### config.mk
export PLATFORM = sky130hd
export DESIGN_NAME = pulse_trig_qual
export DESIGN_NICKNAME = d
export VERILOG_FILES = /design/src/rtl/trig_qual_pkg.sv /design/src/rtl/trig_sync_edge.sv /design/src/rtl/trig_measure.sv /design/src/rtl/trig_holdoff.sv /design/src/rtl/pulse_trig_qual.sv
export SDC_FILE = /design/constraint.sdc
export NUM_CORES = 1
export LEC_CHECK = 0
export BUFFER_PORTS_ARGS = -buffer_cell sky130_fd_sc_hd__buf_2
export CAP_MARGIN = 25
export CORE_MARGIN = 1.5
export CORE_UTILIZATION = 57
export DETAILED_ROUTE_END_ITERATION = 6
export HOLD_SLACK_MARGIN = 0.03
export PLACE_DENSITY = 0.78
export RECOVER_POWER = 100
export SLEW_MARGIN = 25
export SYNTH_ARGS = -nofsm -noshare
export SYNTH_HDL_FRONTEND = slang
export SYNTH_HIERARCHICAL = 1
export SYNTH_SLANG_ARGS = --single-unit
export TNS_END_PERCENT = 20
### constraint.sdc
create_clock -name clk -period 3.43 [get_ports clk]
set_clock_uncertainty 0.15 [all_clocks]
set_input_delay 0.343 -clock clk [delete_from_list [all_inputs] [get_ports clk]]
set_output_delay 0.343 -clock clk [all_outputs]
set_load 0.1 [all_outputs]
### src/rtl/trig_qual_pkg.sv
// Shared types for the pulse-shape trigger qualifier.
// Assumes: control word occupies the low eight bits of a configuration write.
package trig_qual_pkg;

    typedef enum logic [2:0] {
        MODE_EDGE     = 3'd0,
        MODE_WIDTH    = 3'd1,
        MODE_INTERVAL = 3'd2,
        MODE_DROPOUT  = 3'd3,
        MODE_QUAL     = 3'd4
    } trig_mode_e;

    localparam logic [1:0] ADDR_CTL   = 2'd0;
    localparam logic [1:0] ADDR_LIMIT = 2'd1;
    localparam logic [1:0] ADDR_HOLD  = 2'd2;

    typedef struct packed {
        logic       qual_trans;
        logic       qual_evt;
        logic       hold_evt;
        logic       cmp_gt;
        logic       neg;
        trig_mode_e mode;
    } ctl_t;

endpackage

### src/rtl/trig_sync_edge.sv
// Synchronizes one asynchronous line and reports its polarity-adjusted
// level plus active and inactive edges.
// Assumes: input levels last at least one clock period; edges are found on
// the raw synchronized value so a polarity change never makes a false edge.
module trig_sync_edge #(
    parameter int STAGES = 2
) (
    input  logic clk,
    input  logic rst_n,
    input  logic async_in,
    input  logic neg,
    output logic lvl,
    output logic act,
    output logic inact
);
    logic [STAGES-1:0] sh;
    logic              prev;
    logic              s;
    logic              rise;
    logic              fall;

    // Shift the input through the synchronizer and keep the last value.
    always_ff @(posedge clk) begin
        if (!rst_n) begin
            sh   <= '0;
            prev <= 1'b0;
        end else begin
            sh   <= {sh[STAGES-2:0], async_in};
            prev <= sh[STAGES-1];
        end
    end

    // Derive level and edges relative to the selected polarity.
    always_comb begin
        s     = sh[STAGES-1];
        rise  = s & ~prev;
        fall  = ~s & prev;
        lvl   = s ^ neg;
        act   = neg ? fall : rise;
        inact = neg ? rise : fall;
    end
endmodule

### src/rtl/trig_measure.sv
// Mode engine: one shared counter measures width, interval, dropout time or
// qualifier delay, and raises fire when the programmed condition is met.
// Assumes: run is low during holdoff and on configuration writes; the counter
// is not enabled in edge mode.
module trig_measure
    import trig_qual_pkg::*;
#(
    parameter int CNT_W = 24
) (
    input  logic             clk,
    input  logic             rst_n,
    input  logic             armed,
    input  logic             clear,
    input  ctl_t             ctl,
    input  logic [CNT_W-1:0] limit,
    input  logic             t_lvl,
    input  logic             t_act,
    input  logic             t_inact,
    input  logic             q_lvl,
    input  logic             q_act,
    input  logic             q_inact,
    output logic             fire
);
    localparam logic [CNT_W-1:0] CNT_MAX = {CNT_W{1'b1}};
    localparam logic [CNT_W-1:0] CNT_ONE = CNT_W'(1);

    logic [CNT_W-1:0] cnt;
    logic [CNT_W-1:0] cnt_inc;
    logic             seen;
    logic             qok;
    logic             run;
    logic             meets;

    // Saturating increment, run gate and limit comparison.
    always_comb begin
        cnt_inc = (cnt == CNT_MAX) ? cnt : cnt + CNT_ONE;
        run     = armed & ~clear;
        meets   = ctl.cmp_gt ? (cnt > limit) : (cnt < limit);
    end

    // Decide whether this cycle satisfies the selected mode.
    always_comb begin
        fire = 1'b0;
        if (run) begin
            case (ctl.mode)
                MODE_EDGE:     fire = t_act;
                MODE_WIDTH:    fire = t_inact & seen & meets;
                MODE_INTERVAL: fire = t_act & seen & meets;
                MODE_DROPOUT:  fire = ~t_act & (cnt == limit);
                MODE_QUAL:     fire = qok & t_act &
                                      (ctl.qual_evt ? (cnt_inc >= limit) : (cnt >= limit));
                default:       fire = 1'b0;
            endcase
        end
    end

    // Update the shared counter and per-mode flags while armed.
    always_ff @(posedge clk) begin
        if (!rst_n) begin
            cnt  <= '0;
            seen <= 1'b0;
            qok  <= 1'b0;
        end else if (!run) begin
            cnt  <= '0;
            seen <= 1'b0;
            qok  <= 1'b0;
        end else begin
            case (ctl.mode)
                MODE_WIDTH: begin
                    if (t_act) begin
                        cnt  <= CNT_ONE;
                        seen <= 1'b1;
                    end else if (t_inact) begin
                        seen <= 1'b0;
                    end else if (seen) begin
                        cnt <= cnt_inc;
                    end
                end
                MODE_INTERVAL: begin
                    if (t_act) begin
                        cnt  <= CNT_ONE;
                        seen <= 1'b1;
                    end else if (seen) begin
                        cnt <= cnt_inc;
                    end
                end
                MODE_DROPOUT: cnt <= t_act ? '0 : cnt_inc;
                MODE_QUAL: begin
                    if (!ctl.qual_trans && q_inact) begin
                        qok <= 1'b0;
                        cnt <= '0;
                    end else if (!qok) begin
                        qok <= ctl.qual_trans ? q_act : q_lvl;
                    end else if (!ctl.qual_evt || t_act) begin
                        cnt <= cnt_inc;
                    end
                end
                default: ;
            endcase
        end
    end
endmodule

### src/rtl/trig_holdoff.sv
// Holdoff sequencer: registers the trigger pulse, then waits a tick count or
// an event count before re-arming.
// Assumes: t_act is the polarity-adjusted active edge of the trigger source.
module trig_holdoff #(
    parameter int HOLD_W = 27
) (
    input  logic              clk,
    input  logic              rst_n,
    input  logic              rearm,
    input  logic              fire,
    input  logic              t_act,
    input  logic              by_events,
    input  logic [HOLD_W-1:0] hold_val,
    output logic              armed,
    output logic              pulse
);
    typedef enum logic {ST_ARMED, ST_HOLD} hold_st_e;

    hold_st_e          st;
    logic [HOLD_W-1:0] hcnt;
    logic [HOLD_W:0]   hnext;

    // Next event count, one bit wider so it cannot wrap.
    always_comb hnext = {1'b0, hcnt} + (HOLD_W+1)'(1);

    assign armed = (st == ST_ARMED);

    // Issue the pulse and step the holdoff count.
    always_ff @(posedge clk) begin
        if (!rst_n) begin
            st    <= ST_ARMED;
            hcnt  <= '0;
            pulse <= 1'b0;
        end else if (rearm) begin
            st    <= ST_ARMED;
            hcnt  <= '0;
            pulse <= 1'b0;
        end else if (st == ST_ARMED) begin
            pulse <= fire;
            hcnt  <= '0;
            if (fire) st <= ST_HOLD;
        end else begin
            pulse <= 1'b0;
            if (by_events) begin
                if (t_act) begin
                    if (hnext >= {1'b0, hold_val}) st <= ST_ARMED;
                    else hcnt <= hnext[HOLD_W-1:0];
                end
            end else if (hcnt >= hold_val) begin
                st <= ST_ARMED;
            end else begin
                hcnt <= hnext[HOLD_W-1:0];
            end
        end
    end
endmodule

### src/rtl/pulse_trig_qual.sv
// Top of the pulse-shape trigger qualifier: configuration words, input
// synchronizers, mode engine and holdoff sequencer.
// Assumes: CNT_W and HOLD_W do not exceed DATA_W; any write re-arms.
module pulse_trig_qual
    import trig_qual_pkg::*;
#(
    parameter int DATA_W = 32,
    parameter int CNT_W  = 24,
    parameter int HOLD_W = 27,
    parameter int STAGES = 2
) (
    input  logic              clk,
    input  logic              rst_n,
    input  logic              trig_in,
    input  logic              qual_in,
    input  logic              cfg_we,
    input  logic [1:0]        cfg_addr,
    input  logic [DATA_W-1:0] cfg_wdata,
    output logic              trig_out
);
    localparam int CTL_W = $bits(ctl_t);

    ctl_t              ctl_q;
    logic [CNT_W-1:0]  limit_q;
    logic [HOLD_W-1:0] hold_q;
    logic              t_lvl, t_act, t_inact;
    logic              q_lvl, q_act, q_inact;
    logic              armed;
    logic              fire;

    // Store configuration words on write.
    always_ff @(posedge clk) begin
        if (!rst_n) begin
            ctl_q   <= '0;
            limit_q <= '0;
            hold_q  <= '0;
        end else if (cfg_we) begin
            case (cfg_addr)
                ADDR_CTL:   ctl_q   <= ctl_t'(cfg_wdata[CTL_W-1:0]);
                ADDR_LIMIT: limit_q <= cfg_wdata[CNT_W-1:0];
                ADDR_HOLD:  hold_q  <= cfg_wdata[HOLD_W-1:0];
                default: ;
            endcase
        end
    end

    trig_sync_edge #(.STAGES(STAGES)) u_tsync (
        .clk(clk), .rst_n(rst_n), .async_in(trig_in), .neg(ctl_q.neg),
        .lvl(t_lvl), .act(t_act), .inact(t_inact)
    );

    trig_sync_edge #(.STAGES(STAGES)) u_qsync (
        .clk(clk), .rst_n(rst_n), .async_in(qual_in), .neg(1'b0),
        .lvl(q_lvl), .act(q_act), .inact(q_inact)
    );

    trig_measure #(.CNT_W(CNT_W)) u_meas (
        .clk(clk), .rst_n(rst_n), .armed(armed), .clear(cfg_we),
        .ctl(ctl_q), .limit(limit_q),
        .t_lvl(t_lvl), .t_act(t_act), .t_inact(t_inact),
        .q_lvl(q_lvl), .q_act(q_act), .q_inact(q_inact),
        .fire(fire)
    );

    trig_holdoff #(.HOLD_W(HOLD_W)) u_hold (
        .clk(clk), .rst_n(rst_n), .rearm(cfg_we), .fire(fire),
        .t_act(t_act), .by_events(ctl_q.hold_evt), .hold_val(hold_q),
        .armed(armed), .pulse(trig_out)
    );
endmodule

# Yosys cells after proc, flatten, opt, wreduce, memory -nomap -nowiden
# Index checks and enable logic that the tools add are counted.
dict set report totals {
  ff_bits 120
  rom_bits 0
  latchBits 0
  wordCells 113
  out_inout_bits 1
  ram_bits 0
  memories 0
  in_bits 39
}
dict set report classes {
  eq_ne 16
  n_lt_le_gt_ge 6
  addsub 2
  reduce_logical 18
  bitwise 20
  n_div 0
  n_mux 33
  n_shift 0
  multipliers 0
}
# op count
set ops {}
lappend ops {{$mux 24} 9}
lappend ops {{$mux 27} 4}
lappend ops {{$pmux 24 s4} 1}
lappend ops {{$ge 24x24->1} 2}
lappend ops {{$add 27x1->28 const B} 1}
lappend ops {{$ge 28x27->1} 1}
lappend ops {{$ge 27x27->1} 1}
lappend ops {{$add 24x1->24 const B} 1}
lappend ops {{$eq 24x24->1} 1}
lappend ops {{$eq 24x24->1 const B} 1}
lappend ops {{$gt 24x24->1} 1}
lappend ops {{$lt 24x24->1} 1}
lappend ops {{$mux 1} 17}
lappend ops {{$and 1x1->1} 12}
lappend ops {{$ne 3x1->1 const B} 3}
lappend ops {{$not 1->1} 8}
lappend ops {{$reduce_and 2->1} 4}
lappend ops {{$eq 3x2->1 const B} 2}
lappend ops {{$reduce_and 3->1} 2}
lappend ops {{$reduce_or 3->1} 2}
lappend ops {{$pmux 1 s5} 1}
lappend ops {{$ne 2x1->1 const B} 2}
lappend ops {{$ne 2x2->1 const B} 2}
lappend ops {{$reduce_and 4->1} 1}
lappend ops {{other kinds (14)} 15}

# Longest topological paths before layout
dict set report depth {
  ltp_word 9
  depth_mapped 18
  depth_no_buf 17
}

# Hierarchy
# Netlist, hierarchy kept.
# mod area_per_inst_um2 cells_per_inst instances
set by_module_without_submodules {}
lappend by_module_without_submodules {trig_holdoff 3611.0 464 1}
lappend by_module_without_submodules {trig_measure 2981.6 382 1}
lappend by_module_without_submodules {pulse_trig_qual 2235.9 225 1}
lappend by_module_without_submodules {trig_sync_edge 127.6 11 2}

# Worst setup path after synthesis
# Ideal clock, no wire load.
dict set report synth_path {
  path_type {reg2reg}
  startpoint {register u_hold.hcnt[0]}
  endpoint {register u_hold.hcnt[25]}
  n_path_buf 1
  stages_incl_launch_ff 16
  t_arrival_ns 3.579
  slack_ns -0.361
  cell_sequence {dfxtp_1 ha_1 and3_4 nand4_4 nand2b_4 or4_4 xnor2_1 ha_1 nand3_1 nor4_1 a22oi_1 o211ai_1 or3_1 buf_4 or4_1 nand3_1}
}
dict set report synth_via {
  elab_chain_cells 4
  elab_cells_between_ends 10
  cone_classes {1 x add/sub; 2 x order compare; 2 x eq/ne; 4 x mux; 1 x reduce/logical}
}
# item line_no
set synth_rtl {}
lappend synth_rtl {{from (decl)} trig_holdoff.sv:20} ;# logic [HOLD_W-1:0] hcnt;
lappend synth_rtl {{from (signal assigned)} trig_holdoff.sv:47} ;# else hcnt <= hnext[HOLD_W-1:0];
lappend synth_rtl {{from (signal assigned)} trig_holdoff.sv:52} ;# hcnt <= hnext[HOLD_W-1:0];
lappend synth_rtl {{$add 27x1->28} trig_holdoff.sv:24} ;# always_comb hnext = {1'b0, hcnt} + (HOLD_W+1)'(1);
lappend synth_rtl {{via u_hold.hnext[26]} trig_holdoff.sv:21} ;# logic [HOLD_W:0] hnext;
lappend synth_rtl {{$ge 28x27->1} trig_holdoff.sv:46} ;# if (hnext >= {1'b0, hold_val}) st <= ST_ARMED;
lappend synth_rtl {{$ne 2x2->1 (no line)} --}
lappend synth_rtl {{$reduce_and 3->1 (no line)} --}
# The timed path passes the listed nets, and every way through them passes these cells. The select of a mux whose other input is x is not followed.
# A chain may end at the register's enable or synchronous reset.

# Final worst setup path
dict set report layout_path {
  startpoint {register u_hold.hcnt[6]}
  endpoint {register u_hold.hcnt[23]}
}
# Same word-level chain as after synthesis.

==> impl_metrics.tcl <==
set metrics [dict create \
    reg2reg_slack_ps -310 \
    worst_pin_slew_ps 1760 \
    cts_inserted_buffers 17 \
    finalCritPeriodShare 1.09 \
    r2r_cells 16 \
    final-setup-viol-count 29 \
    drtIter0Drc 902 \
    hold_ws_ps 55.9 \
    n_fill_cell 1143 \
    period_needed_ps 3740 \
    fin_nets 1367 \
    r2r-start "u_hold/hcnt[6]" \
    grt_usage 0.309 \
    vias_per_cell 6.15 \
    n_antenna_cell 0 \
    cts_tree "done" \
    power_frac_comb 0.121 \
    crit_family "simple AND/OR/NAND/NOR gates" \
    ant_nets 0 \
    failed_checks "design-rule violations, max-capacitance violations, max-slew violations, negative setup slack" \
    clk_latency_ps 430 \
    wire_per_inst_um 17.4 \
    p_sw_frac 0.271 \
    htreeDepth 4 \
    cp-end-kind "flop" \
    slew-limit-headroom -0.172 \
    pre_cts_ws_ps -386 \
    yosys_warnings 6 \
    firstDrtPassIters 7 \
    crit_buf_inv 3 \
    grt_pass1_vias 8476 \
    leakagePower_nw 4.77 \
    ios 40 \
    hold_end "hold_q[16]" \
    power.share.clock 0.497 \
    gr-total-overflow 0 \
    cts.sinks 120 \
    grt_max_degree 52 \
    die_y_um 129 \
    cpMaxStageDelayCell "or4_1" \
    required_ps 3640 \
    hold_path.class "input port to flop" \
    dieWidth_um 129 \
    drv_slew 64 \
    avgSynthCellArea_sq_um 8.31 \
    p_seq_frac 0.381 \
    rsz0062_at_grt "true" \
    worstSetupStartpointType "flop" \
    r2r_end "u_hold/hcnt[23]" \
    p_sw_mw 1.02 \
    final_util 0.712 \
    syn_inst 1092 \
    hold_viol_final 0 \
    num_rows 45 \
    cap_violations 2 \
    start_util 0.590 \
    drt_wl_total_um 25100 \
    max_freq_mhz 268 \
    ir_worst_vdd_uv 436 \
    total_power_mw 3.78 \
    run_status "finished, violations left" \
    finalWorstSetupSlack_ps -308 \
    design_area_sq_um 10900 \
    grt_pass1_wl_um 40900 \
    p_int_mw 2.75 \
    worst_path_most_repeated_cell "buf_4" \
    clk_pin_slew_ps 60 \
    detailed_place.area_sq_um 10200 \
    ff_latch_area_sq_um 2410 \
    die_area_sq_um 16700 \
    crit_path_max_fanout 6 \
    core_area_sq_um 15400 \
    drc 5 \
    drive_gt1_frac 0.196 \
    worst_ep_arrival_time_ps 3950 \
    multiInputGateArea_sq_um 6170 \
    place_hpwl_um 17500 \
    clock_tree.root_cell "clkbuf_16" \
    crit_chain "buf_4, and4_1, nand4_1, buf_4, nor2_1, nand2_1, xnor2_1, ha_1, nand2_1, o21ai_0, a22oi_1, o211ai_1, buf_4, or3_4, or4_1, nand3_1" \
    max_stage_delay_ps 420 \
    place_congestion 0.910 \
    min_from "cfg_wdata[16]" \
    cts_buffer_depth 2 \
    worstSetupPathType "flop to flop" \
    areaGrowthSynthToFinish_pct 20.5 \
    powerDensity_nw_per_um2 345 \
    syn_area_sq_um 9070 \
    holdPathStages 3 \
    vias 8912 \
    antenna_found_initial 0 \
    io_buffers 34 \
]
-- worst max-delay path by stage --
stage	cells past startpoint	slack [ps]	endpoint	startpoint
finish	16	-310	u_hold/hcnt[23]	u_hold/hcnt[6]
global route	17	-500	u_hold/hcnt[23]	u_hold/hcnt[1]
CTS	15	-310	u_hold/hcnt[23]	u_hold/hcnt[1]
detailed placement	15	-390	u_hold/hcnt[15]	u_hold/hcnt[1]
global placement	15	-300	u_hold/hcnt[2]	u_hold/hcnt[1]
floorplan	15	-220	u_hold/hcnt[2]	u_hold/hcnt[0]
-- power groups by stage --
stage / sequential, mW / combinational [mW] / clock [mW]
2_1_floorplan: 1.46 / 0.283 / 0
3_3_place_gp: 1.47 / 0.410 / 0
3_5_place_dp: 1.47 / 0.418 / 0
4_1_cts: 1.44 / 0.439 / 1.89
5_1_grt: 1.44 / 0.493 / 1.96
6_report: 1.44 / 0.458 / 1.88
-- layout by cell type (no fill, tap or decap), types with 5 or more instances in the layout --
master / n
a211oi_1: 5
a21o_1: 13
a21oi_1: 57
a311oi_1: 6
a31oi_1: 8
a32oi_1: 23
and2_1: 8
and3_1: 7
and4_1: 8
buf_2: 31
buf_4: 133
clkbuf_1: 10
clkbuf_16: 17
dfxtp_1: 117
dlygate4sd3_1: 5
ha_1: 103
inv_1: 59
mux2i_1: 65
nand2_1: 152
nand2b_1: 6
nand3_1: 42
nand3b_1: 8
nand4_1: 27
nor2_1: 42
nor2b_1: 9
nor3_1: 15
nor4_1: 26
o2111ai_1: 24
o21ai_0: 24
or3_1: 6
or4_1: 21
xnor2_1: 36
xor2_1: 12
-- final cells by class --
class / instances / area share
Clock buffer: 19 / 0.0405
Clock inverter: 13 / 0.0156
Inverter: 59 / 0.0202
Multi-Input combinational cell: 846 / 0.565
Sequential cell: 120 / 0.220
Tap cell: 211 / 0.0241
Timing Repair Buffer: 180 / 0.115
-- flip-flops by register name, indices dropped and copies added (netlist names) --
name          flops
u_meas/cnt       24
u_hold/hcnt      27
u_meas/seen       1
u_hold/pulse      1
u_qsync/prev      1
u_tsync/sh        2
u_meas/qok        1
hold_q           27
ctl_q             8
u_qsync/sh        2
limit_q          24
u_tsync/prev      1
u_hold/st         1
-- routing by layer --
layer / share of wire / vias up / track usage / wire length (um)
li1: - / 4305 / - / -
met1: 0.44 / 4197 / 0.398 / 11000
met2: 0.47 / 362 / 0.525 / 11900
met3: 0.067 / 48 / 0.0483 / 1690
met4: 0.020 / 0 / 0.108 / 512
met5: 0 / - / 0 / 0
-- stage by stage --
stage / setup TNS (ps) / cells
CTS: -7980 / 1441
global route: -12620 / 1448
floorplan: -5110 / 1094
finish: -7190 / 1448
detailed placement: -9680 / 1402
global placement: -7560 / 1402
-- timing repair --
item                       CTS  global route
cloned                       1             1
hold buffers                 5             0
pin swaps                    4            10
setup endpoints to repair   29            29
buffers inserted             1             6
gates resized for setup     10             6
hold endpoints to repair     5             0
-- tightest hold or removal path, stage by stage --
cell     delay (ps)
buf_2           100
nand2_1          70
mux2i_1          60
(Power assumes the default switching activity.)
